[config.mk]
export PLATFORM = sky130hd
export DESIGN_NAME = adc_scan_seq
export DESIGN_NICKNAME = d
export VERILOG_FILES = /design/src/rtl/adc_scan_pkg.sv /design/src/rtl/adc_mux_code.sv /design/src/rtl/adc_spi_byte.sv /design/src/rtl/adc_scan_seq.sv
export SDC_FILE = /design/constraint.sdc
export NUM_CORES = 1
export LEC_CHECK = 0
export BUFFER_PORTS_ARGS = -buffer_cell sky130_fd_sc_hd__buf_2
export CAP_MARGIN = 20
export CORE_MARGIN = 10
export CORE_UTILIZATION = 45
export CTS_BUF_LIST = sky130_fd_sc_hd__clkbuf_2
export DETAILED_ROUTE_END_ITERATION = 10
export SYNTH_ARGS = -nofsm -noshare
export SYNTH_HDL_FRONTEND = slang
export SYNTH_SLANG_ARGS = --single-unit
[constraint.sdc]
create_clock -name clk -period 4.77 [get_ports clk]
set_clock_uncertainty 0.1 [all_clocks]
set_input_delay 0.477 -clock clk [delete_from_list [all_inputs] [get_ports clk]]
set_output_delay 0.477 -clock clk [all_outputs]
set_load 0.05 [all_outputs]
[src/rtl/adc_scan_pkg.sv]
package adc_scan_pkg;

    typedef enum logic [2:0] {
        S_IDLE, S_SETUP, S_STEP, S_WAIT, S_SETTLE, S_READ, S_EMIT
    } seq_st_e;

    localparam logic [3:0] WR_OP      = 4'h5;
    localparam logic [3:0] ADDR_STAT  = 4'h0;
    localparam logic [3:0] ADDR_MUX   = 4'h1;
    localparam logic [3:0] ADDR_CTRL  = 4'h2;
    localparam logic [3:0] ADDR_RATE  = 4'h3;
    localparam logic [3:0] ADDR_IO    = 4'h4;
    localparam logic [7:0] CMD_SYNC   = 8'hFC;
    localparam logic [7:0] CMD_WAKE   = 8'h00;
    localparam logic [7:0] CMD_RDATA  = 8'h01;
    localparam int         SETUP_LEN  = 12;
    localparam int         STEP_LEN   = 6;
    localparam int         READ_LEN   = 3;

    // byte idx of the one-time setup stream: three bytes per register
    function automatic logic [7:0] setup_byte(input logic [3:0] idx,
                                              input logic [7:0] v_stat,
                                              input logic [7:0] v_ctrl,
                                              input logic [7:0] v_rate,
                                              input logic [7:0] v_io);
        logic [3:0] addr;
        logic [7:0] val;
        logic [3:0] grp;
        logic [3:0] pos;
        grp = idx / 4'd3;
        pos = idx % 4'd3;
        case (grp)
            4'd0:    begin addr = ADDR_STAT; val = v_stat; end
            4'd1:    begin addr = ADDR_CTRL; val = v_ctrl; end
            4'd2:    begin addr = ADDR_RATE; val = v_rate; end
            default: begin addr = ADDR_IO;   val = v_io;   end
        endcase
        case (pos)
            4'd0:    return {WR_OP, addr};
            4'd1:    return 8'h00;
            default: return val;
        endcase
    endfunction

endpackage

[src/rtl/adc_mux_code.sv]
module adc_mux_code #(
    parameter int         CH_W       = 3,
    parameter logic [3:0] COMMON_SEL = 4'h8
) (
    input  logic [CH_W-1:0] ch,
    input  logic            diff,
    output logic [7:0]      code
);
    localparam int PAIR_W = CH_W - 1;

    logic [3:0] pos_sel;
    logic [3:0] neg_sel;

    always_comb begin
        pos_sel = 4'd0;
        neg_sel = 4'd0;
        if (diff) begin
            pos_sel = 4'({ch[PAIR_W-1:0], 1'b0});
            neg_sel = 4'({ch[PAIR_W-1:0], 1'b1});
        end else begin
            pos_sel = 4'(ch);
            neg_sel = COMMON_SEL;
        end
        code = {pos_sel, neg_sel};
    end
endmodule

[src/rtl/adc_spi_byte.sv]
module adc_spi_byte #(
    parameter int HALF_CLKS = 2
) (
    input  logic       clk,
    input  logic       rst_n,
    input  logic       go,
    input  logic [7:0] tx,
    input  logic       miso,
    output logic       busy,
    output logic       done,
    output logic [7:0] rx,
    output logic       sclk,
    output logic       mosi
);
    localparam int CW = (HALF_CLKS > 1) ? $clog2(HALF_CLKS) : 1;
    localparam logic [CW-1:0] CNT_END = CW'(HALF_CLKS - 1);

    typedef struct packed {
        logic          busy;
        logic [2:0]    bitn;
        logic [CW-1:0] cnt;
        logic [7:0]    sh;
        logic [7:0]    rx;
        logic          sclk;
        logic          mosi;
        logic          done;
    } shf_t;

    shf_t d, q;

    always_comb begin
        d      = q;
        d.done = 1'b0;
        if (!q.busy) begin
            if (go) begin
                d.busy = 1'b1;
                d.bitn = 3'd0;
                d.cnt  = '0;
                d.sh   = tx;
                d.sclk = 1'b1;
                d.mosi = tx[7];
            end
        end else if (q.cnt == CNT_END) begin
            d.cnt = '0;
            if (q.sclk) begin
                d.sclk = 1'b0;
                d.rx   = {q.rx[6:0], miso};
            end else if (q.bitn == 3'd7) begin
                d.busy = 1'b0;
                d.done = 1'b1;
            end else begin
                d.bitn = q.bitn + 3'd1;
                d.sh   = {q.sh[6:0], 1'b0};
                d.sclk = 1'b1;
                d.mosi = q.sh[6];
            end
        end else begin
            d.cnt = q.cnt + 1'b1;
        end
    end

    always_ff @(posedge clk or negedge rst_n) begin
        if (!rst_n) q <= '0;
        else        q <= d;
    end

    assign busy = q.busy;
    assign done = q.done;
    assign rx   = q.rx;
    assign sclk = q.sclk;
    assign mosi = q.mosi;

    p_mosi_on_rise_r2: assert property (@(posedge clk) disable iff (!rst_n)
        !$stable(q.mosi) |-> $rose(q.sclk));
    p_go_when_free_r2: assert property (@(posedge clk) disable iff (!rst_n)
        go |-> !q.busy);
endmodule

[src/rtl/adc_scan_seq.sv]
module adc_scan_seq
    import adc_scan_pkg::*;
#(
    parameter int         HALF_CLKS   = 2,
    parameter int         SETTLE_SCLK = 7,
    parameter logic [7:0] STATUS_VAL  = 8'h01,
    parameter logic [7:0] CTRL_VAL    = 8'h20,
    parameter logic [7:0] RATE_VAL    = 8'hF0,
    parameter logic [7:0] IO_VAL      = 8'hE0
) (
    input  logic        clk,
    input  logic        rst_n,
    input  logic        enable,
    input  logic        diff_mode,
    input  logic        drdy_n,
    input  logic        miso,
    output logic        cs_n,
    output logic        sclk,
    output logic        mosi,
    output logic [23:0] result,
    output logic [2:0]  result_ch,
    output logic        result_valid
);
    localparam int SETTLE_CLKS = SETTLE_SCLK * 2 * HALF_CLKS;
    localparam int SW          = $clog2(SETTLE_CLKS + 1);
    localparam logic [SW-1:0] SETTLE_END = SW'(SETTLE_CLKS - 1);
    localparam logic [3:0] SETUP_LAST = 4'(SETUP_LEN - 1);
    localparam logic [3:0] STEP_LAST  = 4'(STEP_LEN - 1);
    localparam logic [3:0] READ_LAST  = 4'(READ_LEN - 1);

    typedef struct packed {
        seq_st_e       st;
        logic [3:0]    idx;
        logic [2:0]    ch;
        logic          diff;
        logic          cs_n;
        logic          go;
        logic          inflight;
        logic [7:0]    tx;
        logic [23:0]   data;
        logic [SW-1:0] wcnt;
        logic          valid;
    } seq_t;

    seq_t d, q;

    logic       spi_busy;
    logic       spi_done;
    logic [7:0] spi_rx;
    logic [7:0] mux_code;
    logic [7:0] step_tx;

    adc_mux_code #(.CH_W(3), .COMMON_SEL(4'h8)) mux_i (
        .ch   (q.ch),
        .diff (q.diff),
        .code (mux_code)
    );

    adc_spi_byte #(.HALF_CLKS(HALF_CLKS)) spi_i (
        .clk   (clk),
        .rst_n (rst_n),
        .go    (q.go),
        .tx    (q.tx),
        .miso  (miso),
        .busy  (spi_busy),
        .done  (spi_done),
        .rx    (spi_rx),
        .sclk  (sclk),
        .mosi  (mosi)
    );

    always_comb begin
        case (q.idx)
            4'd0:    step_tx = {WR_OP, ADDR_MUX};
            4'd1:    step_tx = 8'h00;
            4'd2:    step_tx = mux_code;
            4'd3:    step_tx = CMD_SYNC;
            4'd4:    step_tx = CMD_WAKE;
            default: step_tx = CMD_RDATA;
        endcase
    end

    always_comb begin
        d       = q;
        d.go    = 1'b0;
        d.valid = 1'b0;
        case (q.st)
            S_IDLE: begin
                d.cs_n = 1'b1;
                if (enable) begin
                    d.st   = S_SETUP;
                    d.cs_n = 1'b0;
                    d.idx  = '0;
                    d.ch   = '0;
                    d.diff = diff_mode;
                end
            end
            S_SETUP: begin
                if (spi_done) begin
                    d.inflight = 1'b0;
                    if (q.idx == SETUP_LAST) begin
                        d.st  = S_STEP;
                        d.idx = '0;
                    end else begin
                        d.idx = q.idx + 4'd1;
                    end
                end else if (!q.inflight) begin
                    d.go       = 1'b1;
                    d.inflight = 1'b1;
                    d.tx       = setup_byte(q.idx, STATUS_VAL, CTRL_VAL, RATE_VAL, IO_VAL);
                end
            end
            S_STEP: begin
                if (spi_done) begin
                    d.inflight = 1'b0;
                    if (q.idx == STEP_LAST) begin
                        d.st = S_WAIT;
                    end else begin
                        d.idx = q.idx + 4'd1;
                    end
                end else if (!q.inflight) begin
                    d.go       = 1'b1;
                    d.inflight = 1'b1;
                    d.tx       = step_tx;
                end
            end
            S_WAIT: begin
                if (!drdy_n) begin
                    d.st   = S_SETTLE;
                    d.wcnt = '0;
                end
            end
            S_SETTLE: begin
                if (q.wcnt == SETTLE_END) begin
                    d.st  = S_READ;
                    d.idx = '0;
                end else begin
                    d.wcnt = q.wcnt + 1'b1;
                end
            end
            S_READ: begin
                if (spi_done) begin
                    d.inflight = 1'b0;
                    d.data     = {q.data[15:0], spi_rx};
                    if (q.idx == READ_LAST) begin
                        d.st    = S_EMIT;
                        d.valid = 1'b1;
                    end else begin
                        d.idx = q.idx + 4'd1;
                    end
                end else if (!q.inflight) begin
                    d.go       = 1'b1;
                    d.inflight = 1'b1;
                    d.tx       = 8'h00;
                end
            end
            S_EMIT: begin
                d.ch  = (q.ch == (q.diff ? 3'd3 : 3'd7)) ? 3'd0 : q.ch + 3'd1;
                d.idx = '0;
                if (enable) begin
                    d.st = S_STEP;
                end else begin
                    d.st   = S_IDLE;
                    d.cs_n = 1'b1;
                end
            end
            default: d.st = S_IDLE;
        endcase
    end

    always_ff @(posedge clk or negedge rst_n) begin
        if (!rst_n) begin
            q      <= '0;
            q.st   <= S_IDLE;
            q.cs_n <= 1'b1;
        end else begin
            q <= d;
        end
    end

    assign cs_n         = q.cs_n;
    assign result       = q.data;
    assign result_ch    = q.ch;
    assign result_valid = q.valid;

    p_quiet_idle_r1: assert property (@(posedge clk) disable iff (!rst_n)
        cs_n |-> !sclk);
    p_cs_held_r11: assert property (@(posedge clk) disable iff (!rst_n)
        spi_busy |-> !cs_n);
    p_no_clk_wait_r7: assert property (@(posedge clk) disable iff (!rst_n)
        (q.st == S_WAIT) |-> !spi_busy);
    p_valid_pulse_r9: assert property (@(posedge clk) disable iff (!rst_n)
        result_valid |=> !result_valid);
    p_pair_range_r10: assert property (@(posedge clk) disable iff (!rst_n)
        (result_valid && q.diff) |-> (result_ch <= 3'd3));
endmodule

==> results by group, run 1 <==
Power and ir drop
  • VDD IR max: 0.000131 V
  • Total power per unit cell area: 261 nW/µm²
  • Leakage power: 0.00197 µW

Critical path
  • Setup crit start: q[47]
  • Worst Setup Start Kind: flip-flop
  • CP Max Fanout: 17
  • Crit path capture type: flip-flop
  • Required @ worst endpoint: 5120 ps
  • Worst EP arrival: 3420 ps
  • Worst r2r src: q[47]
  • Setup CP Type: reg -> reg

CTS
  • Total CTS buffers: 9
  • Clock-pin slew on the worst setup and hold paths: 230 ps
  • CTS tree: done
  • Clock Sinks: 75
  • Clock Latency Late Sink: 530 ps
  • H-Tree Depth: 3
  • Clk root buf: clkbuf_2
  • Max clock buf depth: 2

STA
  • RSZ-0062 raised after global routing: no
  • Hold_ws: 70.7 ps
  • Relative slew slack: 38.6%
  • Final setup TNS: 0 ps
  • Pins Over Slew Limit: 0
  • Worst slew pin tran: 920 ps
  • Tcrit/Tclk final: 64.3%
  • Crit path time final: 3070 ps
  • # setup viols final: 0
  • Max Clk Rate: 326 MHz
  • Final hold vios: 0

Floorplan
  • Initial core utilization: 46.2%
  • Die Wd: 115 µm
  • Number of top-level pins: 37
  • Die area: 13100 µm²
  • Die Y-Extent: 115 µm
  • Core footprint: 8720 µm²
  • Cell Rows: 34

Drt
  • Routed len/inst: 14.9 µm
  • Number of vias in the routed layout: 2800
  • Pre-Repair DR Iteration Count: 4
  • Remaining DRCs: 0
  • Vias per cell: 5.46
  • Routed Antenna Nets: 0
  • Initial DRC count: 159
  • WL final: 7620 µm

Yosys
  • Ys async rst share: 100%
  • Post-synth net total: 411
  • Post-Syn Instances: 394
  • Post-synth EDFFs: 0
  • Most common flop cell mapped by yosys: dfrtp_1
  • Top cells by count, synth: 74 x dfrtp_1, 37 x mux2_2, 36 x nand2_1, 29 x o21ai_0, 28 x buf_4
  • Sequential share of the synthesized area: 46.6%
  • Leading area contributor after synthesis: dfrtp_1
  • Synthesized flop and latch total: 75
  • Syn Area/Cell: 10.2 µm²
  • Count leader, synth: dfrtp_1
  • Count of different cell masters after synthesis: 56
  • Synth area leaders: dfrtp_1 46%, mux2_2 10%, buf_4 5.2%, o21ai_0 3.6%, ha_1 3.4%
  • Top cell type's share of synthesized area: 45.9%
  • Post-Syn Area: 4030 µm²
  • Synthesis warning total: 0

Placement
  • Post-DP HPWL: 5340 µm
  • I/O Buffers: 36
  • GP Congestion: 0.771

Global route
  • Tot GR Track Use: 12.0%
  • Largest net degree at the start of global routing: 76
  • Grt ovf: 0
  • Number of global-route vias before repair: 2636
  • Initial antenna violation count: 0
  • First-pass GRT wire length: 13000 µm

Cells and area
  • Share of post-route cells with drive strength above 1: 25.9%
  • # diodes: 0
  • Final nets: 417
  • Area Overhead vs Synth: 5.18%

Worst hold path
  • HP Class: in -> reg
  • Hold wc startpoint: diff_mode

Job
  • Number of max-cap violations: 0

Run status
  • Status: complete, no violations
flip-flops by register name, summed over array words and instances (netlist names):
signal and cells:
cs_n 1, q 23, result 24, result_ch 3, result_valid 1, spi_i.busy 1
spi_i.done 1, spi_i.mosi 1, spi_i.q 11, spi_i.rx 8, spi_i.sclk 1
kinds of logic (layout without fill, tap and decap cells):
kind of cell	after synthesis	count (layout)	share of synthesized area, %
AO/OA/AOI/OAI	87	87	14.9
adder cells (fa/ha/maj)	11	11	3.42
flip-flops	75	75	46.6
multiplexers	37	37	10.3
XOR/XNOR	3	3	0.838
AND/OR/NAND/NOR	126	126	16.0
buffers and inverters	55	66	7.85
critical path, cell delays in order (launching register included):
cell and delay [ps]:
dfrtp_1 670, nor2b_2 290, ha_1 170, inv_1 40, ha_1 260, nand2b_1 200
o211a_1 150, ha_1 320, o211a_4 290, o22ai_4 250, a2111oi_2 80, o22a_1 200
final timing paths:
path / end / slack, ps / cells after the start
max: q[35] / 1700 / 11
min: q[41] / 70 / 2
max reg2reg: q[35] / 1700 / 11
min reg2reg: spi_i.q[16] / 410 / 2
max in group asynchronous: spi_i.rx[6] / 3470 / 2
min in group asynchronous: spi_i.busy / 510 / 2
final cells by class:
class,instances,area [µm²]
clock buffer,10,50.0
clock inverter,6,87.6
fill,805,4480
inverter,12,45.0
multi-input combinational,264,1840
sequential,75,1880
tap,108,135
timing repair buffer,38,208
metrics by stage:
step | cells | util [%] | power [µW] | cell area, µm² | worst slack [ps]
after floorplan | 394 | - | 689 | 4030 | 2030
after global placement | 495 | 46.7 | 705 | 4080 | 1780
after detailed placement | 496 | 46.9 | 706 | 4090 | 1720
after CTS | 513 | 48.6 | 1120 | 4240 | 1720
after global routing | 513 | 48.6 | 1150 | 4240 | 1400
final | 513 | 48.6 | 1110 | 4240 | 1700
where the power goes:
part           leakage (µW)  total, µW  switching (µW)  internal, µW
clock             0.0000867        411             233           178
sequential         0.000953        651            6.47           645
combinational      0.000934       42.8            31.4          11.4
cell usage in the layout, fill, tap and decap left out, types with 11 or more instances in the layout:
cell type and instances:
dfrtp_1 74, mux2_2 37, nand2_1 36, buf_2 35
o21ai_0 29, nor2_1 22, a21oi_1 19, inv_1 12
nand2b_1 11, nor3_1 11, ha_1 11
layer usage:
metal | track usage (%) | wire [µm]
met1 | 16.2 | 3760
met2 | 18.1 | 3420
met3 | 3.77 | 345
met4 | 3.51 | 94
met5 | 0 | 0
repair_timing:
| item | 4_1_cts | 5_1_grt |
|---|---|---|
| resized for setup | 0 | 0 |
| endpoints found under the setup margin | 0 | 0 |
| hold buffers | 1 | 0 |
| hold endpoints to repair | 74 | 0 |
| setup buffers | 0 | 0 |
Power figures use the tool's default switching activity.
==> run 2, diff against run 1 <==
Settings changed: ABC_AREA from default to 1, PLACE_DENSITY from default to 0.66.
Clock period 4.77 ns to 2.7 ns, I/O delays scaled along.
==> run 2 against run 1 <==
  * Non-clock buffer count is 13 higher
  * Synthesized cell count is 18% higher
  * Setup slack worse by 1500 ps
  * Worst hold slack worse by 26 ps
  * Critical path depth is 7 higher
  * Via count is 10% higher
  * Utilization is 1.3 points higher
  * Sequential cell count stayed put
  * Cell area is 2.3% higher
  * Global-route usage is 0.74 points higher
  * Clock-buffer cell count is 1 lower
  * Cell count is 18% higher
  * Critical path type unchanged
  * Critical endpoint is now q[32]
==> results by group, run 2 <==
Critical path
  • Crit path capture type: flip-flop
  • Required @ worst endpoint: 3050 ps
  • CP Max Fanout: 6
  • Worst Setup Start Kind: flip-flop
  • Crit-path most repeated cell: nand2_2
  • Worst path cell trace: nand2_2 -> inv_1 -> ha_1 -> inv_1 -> ha_2 -> nand2_2 -> nand2_2 -> nand2_2 -> inv_1 -> ha_4 -> inv_2 -> nand2_4 -> nor2_8 -> buf_4 -> o21ai_0 -> nor3_1 -> a21oi_1 -> nor2_1
  • Worst EP arrival: 2850 ps
  • Setup CP Type: reg -> reg
  • R2R Setup Slk: 200 ps
  • Critical path's slowest cell: dfrtp_1
  • CP peak stage delay: 470 ps

Placement
  • Placed Instance Area: 4140 µm²
  • Post-DP HPWL: 5710 µm
  • GP Congestion: 0.878
  • I/O Buffers: 36
  • Setup WS pre-CTS: 67.0 ps

Drt
  • Remaining DRCs: 0
  • Initial DRC count: 144
  • Pre-Repair DR Iteration Count: 5
  • Number of vias in the routed layout: 3089
  • Vias per cell: 5.11
  • WL final: 7910 µm
  • Routed Antenna Nets: 0
  • Routed len/inst: 13.1 µm

Floorplan
  • Number of top-level pins: 37
  • Initial core utilization: 46.2%
  • Die Wd: 114 µm
  • Cell Rows: 34
  • Core footprint: 8680 µm²
  • Die Y-Extent: 114 µm
  • Die area: 13100 µm²

Job
  • Number of max-cap violations: 0

Power and ir drop
  • Total power: 1730 µW
  • Switching portion of total power: 26.9%
  • NetSw: 464 µW
  • Power Internal: 1260 µW
  • Sequential power share: 65.8%
  • Clock share of power: 31.3%
  • Leakage power: 0.00224 µW
  • VDD IR max: 0.000181 V
  • Total power per unit cell area: 399 nW/µm²
  • Gate power share: 2.9%

Worst hold path
  • HP Class: in -> reg

Cells and area
  • Final nets: 509
  • Post-route cell area: 4340 µm²
  • Share of post-route cells with drive strength above 1: 24.2%
  • Max reg flops: 24
  • # diodes: 0
  • Area Overhead vs Synth: 8.21%
  • Most common cell after layout, fill and taps aside: nand2_1
  • Layout Utilization: 50.0%
  • Most frequent cells in the layout: 76 x nand2_1, 74 x dfrtp_1, 57 x inv_1
  • Fillers: 845

Yosys
  • Ys async rst share: 100%
  • Synthesized flop and latch total: 75
  • Post-Syn Instances: 464
  • Leading area contributor after synthesis: dfrtp_1
  • Count of different cell masters after synthesis: 37
  • Syn Area/Cell: 8.63 µm²
  • Sequential share of the synthesized area: 46.9%
  • Post-synth net total: 481
  • Post-synth EDFFs: 0
  • Most common flop cell mapped by yosys: dfrtp_1
  • Synthesis warning total: 0
  • Count leader, synth: nand2_1
  • Top cells by count, synth: 81 x nand2_1, 74 x dfrtp_1, 58 x inv_1, 49 x o21ai_0, 34 x nor2_1
  • Post-Syn Area: 4010 µm²
  • Synth area leaders: dfrtp_1 46%, nand2_1 7.6%, o21ai_0 6.1%, inv_1 5.4%, buf_4 5.2%
  • Top cell type's share of synthesized area: 46.2%

Global route
  • First-pass GRT wire length: 14000 µm
  • Tot GR Track Use: 12.8%
  • Number of global-route vias before repair: 3103
  • Largest net degree at the start of global routing: 76
  • Initial antenna violation count: 0
  • Grt ovf: 0

STA
  • Final setup TNS: 0 ps
  • Final hold vios: 0
  • Relative slew slack: 38.8%
  • Worst slew pin tran: 919 ps
  • Crit path time final: 2500 ps
  • Tcrit/Tclk final: 92.8%
  • PnR worst setup slack: 196 ps
  • Pins Over Slew Limit: 0
  • # setup viols final: 0
  • Max Clk Rate: 399 MHz

CTS
  • Clock-pin slew on the worst setup and hold paths: 230 ps
  • Clock Latency Late Sink: 530 ps
  • Clk root buf: clkbuf_2
  • Clock Sinks: 75
  • Max clock buf depth: 2
  • CTS tree: done
  • Total CTS buffers: 9
  • H-Tree Depth: 3

Run status
  • Status: complete, no violations
[run 2: changes by cell type in the layout (fill, tap and decap cells not counted), sizes merged, moves of 7 or more]
cell / change
nand3: +20
inv: +50
buf: +10
nor2b: -7
nor2: +18
o21ai: +19
nand2: +57
mux2: -20
nand2b: -11
[run 2: kinds of logic after synthesis]
| group | synth area share [%] |
|---|---|
| xor gates and xnor gates | 0.219 |
| adders and majority gates | 3.44 |
| and+or+nand+nor | 21.3 |
| DFF | 46.9 |
| buffers and inverters | 11.9 |
| AOI/OAI and AO/OA | 11.5 |
| muxes | 4.78 |
[run 2: path summary, 6_finish.rpt]
check                       startpoint           to  depth (start not counted)
max reg2reg                      q[47]        q[32]                         18
max in group asynchronous        rst_n  spi_i.q[16]                          2
min in group asynchronous        rst_n   result[21]                          2
min reg2reg                spi_i.q[19]  spi_i.q[19]                          1
max                              q[47]        q[32]                         18
min                             drdy_n        q[50]                          4
[run 2: cell type report]
| type | count | area, µm² | area share (%) |
|---|---|---|---|
| multi-input cells | 291 | 1690 | 39.0 |
| well taps | 108 | 135 | 3.12 |
| clock inverters | 6 | 42.5 | 0.981 |
| repair buffers | 51 | 305 | 7.04 |
| flip-flops and latches | 75 | 1880 | 43.3 |
| inverters | 64 | 240 | 5.54 |
| clock buffers | 9 | 45.0 | 1.04 |
[run 2: metal layers]
metal  up-vias  part of all wire [%]  GRT usage [%]
met1      1471                    44           15.1
met3        11                   5.6           3.56
met4         0                   1.6           5.26
met2        63                    49           21.3
met5         -                     0              0
li1       1544                     -              -
[run 2: per-stage QoR]
step,hold WS (ps),cells
floorplan,-126,464
global placement,364,581
detailed placement,368,581
CTS,21.0,600
global route,31.8,604
finish,44.9,604
[run 2: critical path: cells and delay by family, from the launching register on]
kind	cells	cell delay (ps)
AO/OA/AOI/OAI	2	380
buffers and inverters	5	370
AND/OR/NAND/NOR	8	590
flip-flops	1	470
adder cells (fa/ha/maj)	3	530
[run 2: power by group through the flow]
stage | Sequential (µW) | Clock, µW | Combinational [µW]
global route | 1140 | 600 | 58.6
CTS | 1140 | 558 | 52.1
floorplan | 1160 | 0 | 15.2
detailed placement | 1160 | 0 | 47.5
global placement | 1160 | 0 | 46.9
finish | 1140 | 540 | 49.9
[run 2: repair_timing]
item	in CTS	in global routing
setup endpoints to repair	0	7
gates resized for setup	0	11
hold buffers	4	0
buffers inserted	0	4
endpoints found under the hold margin	78	0
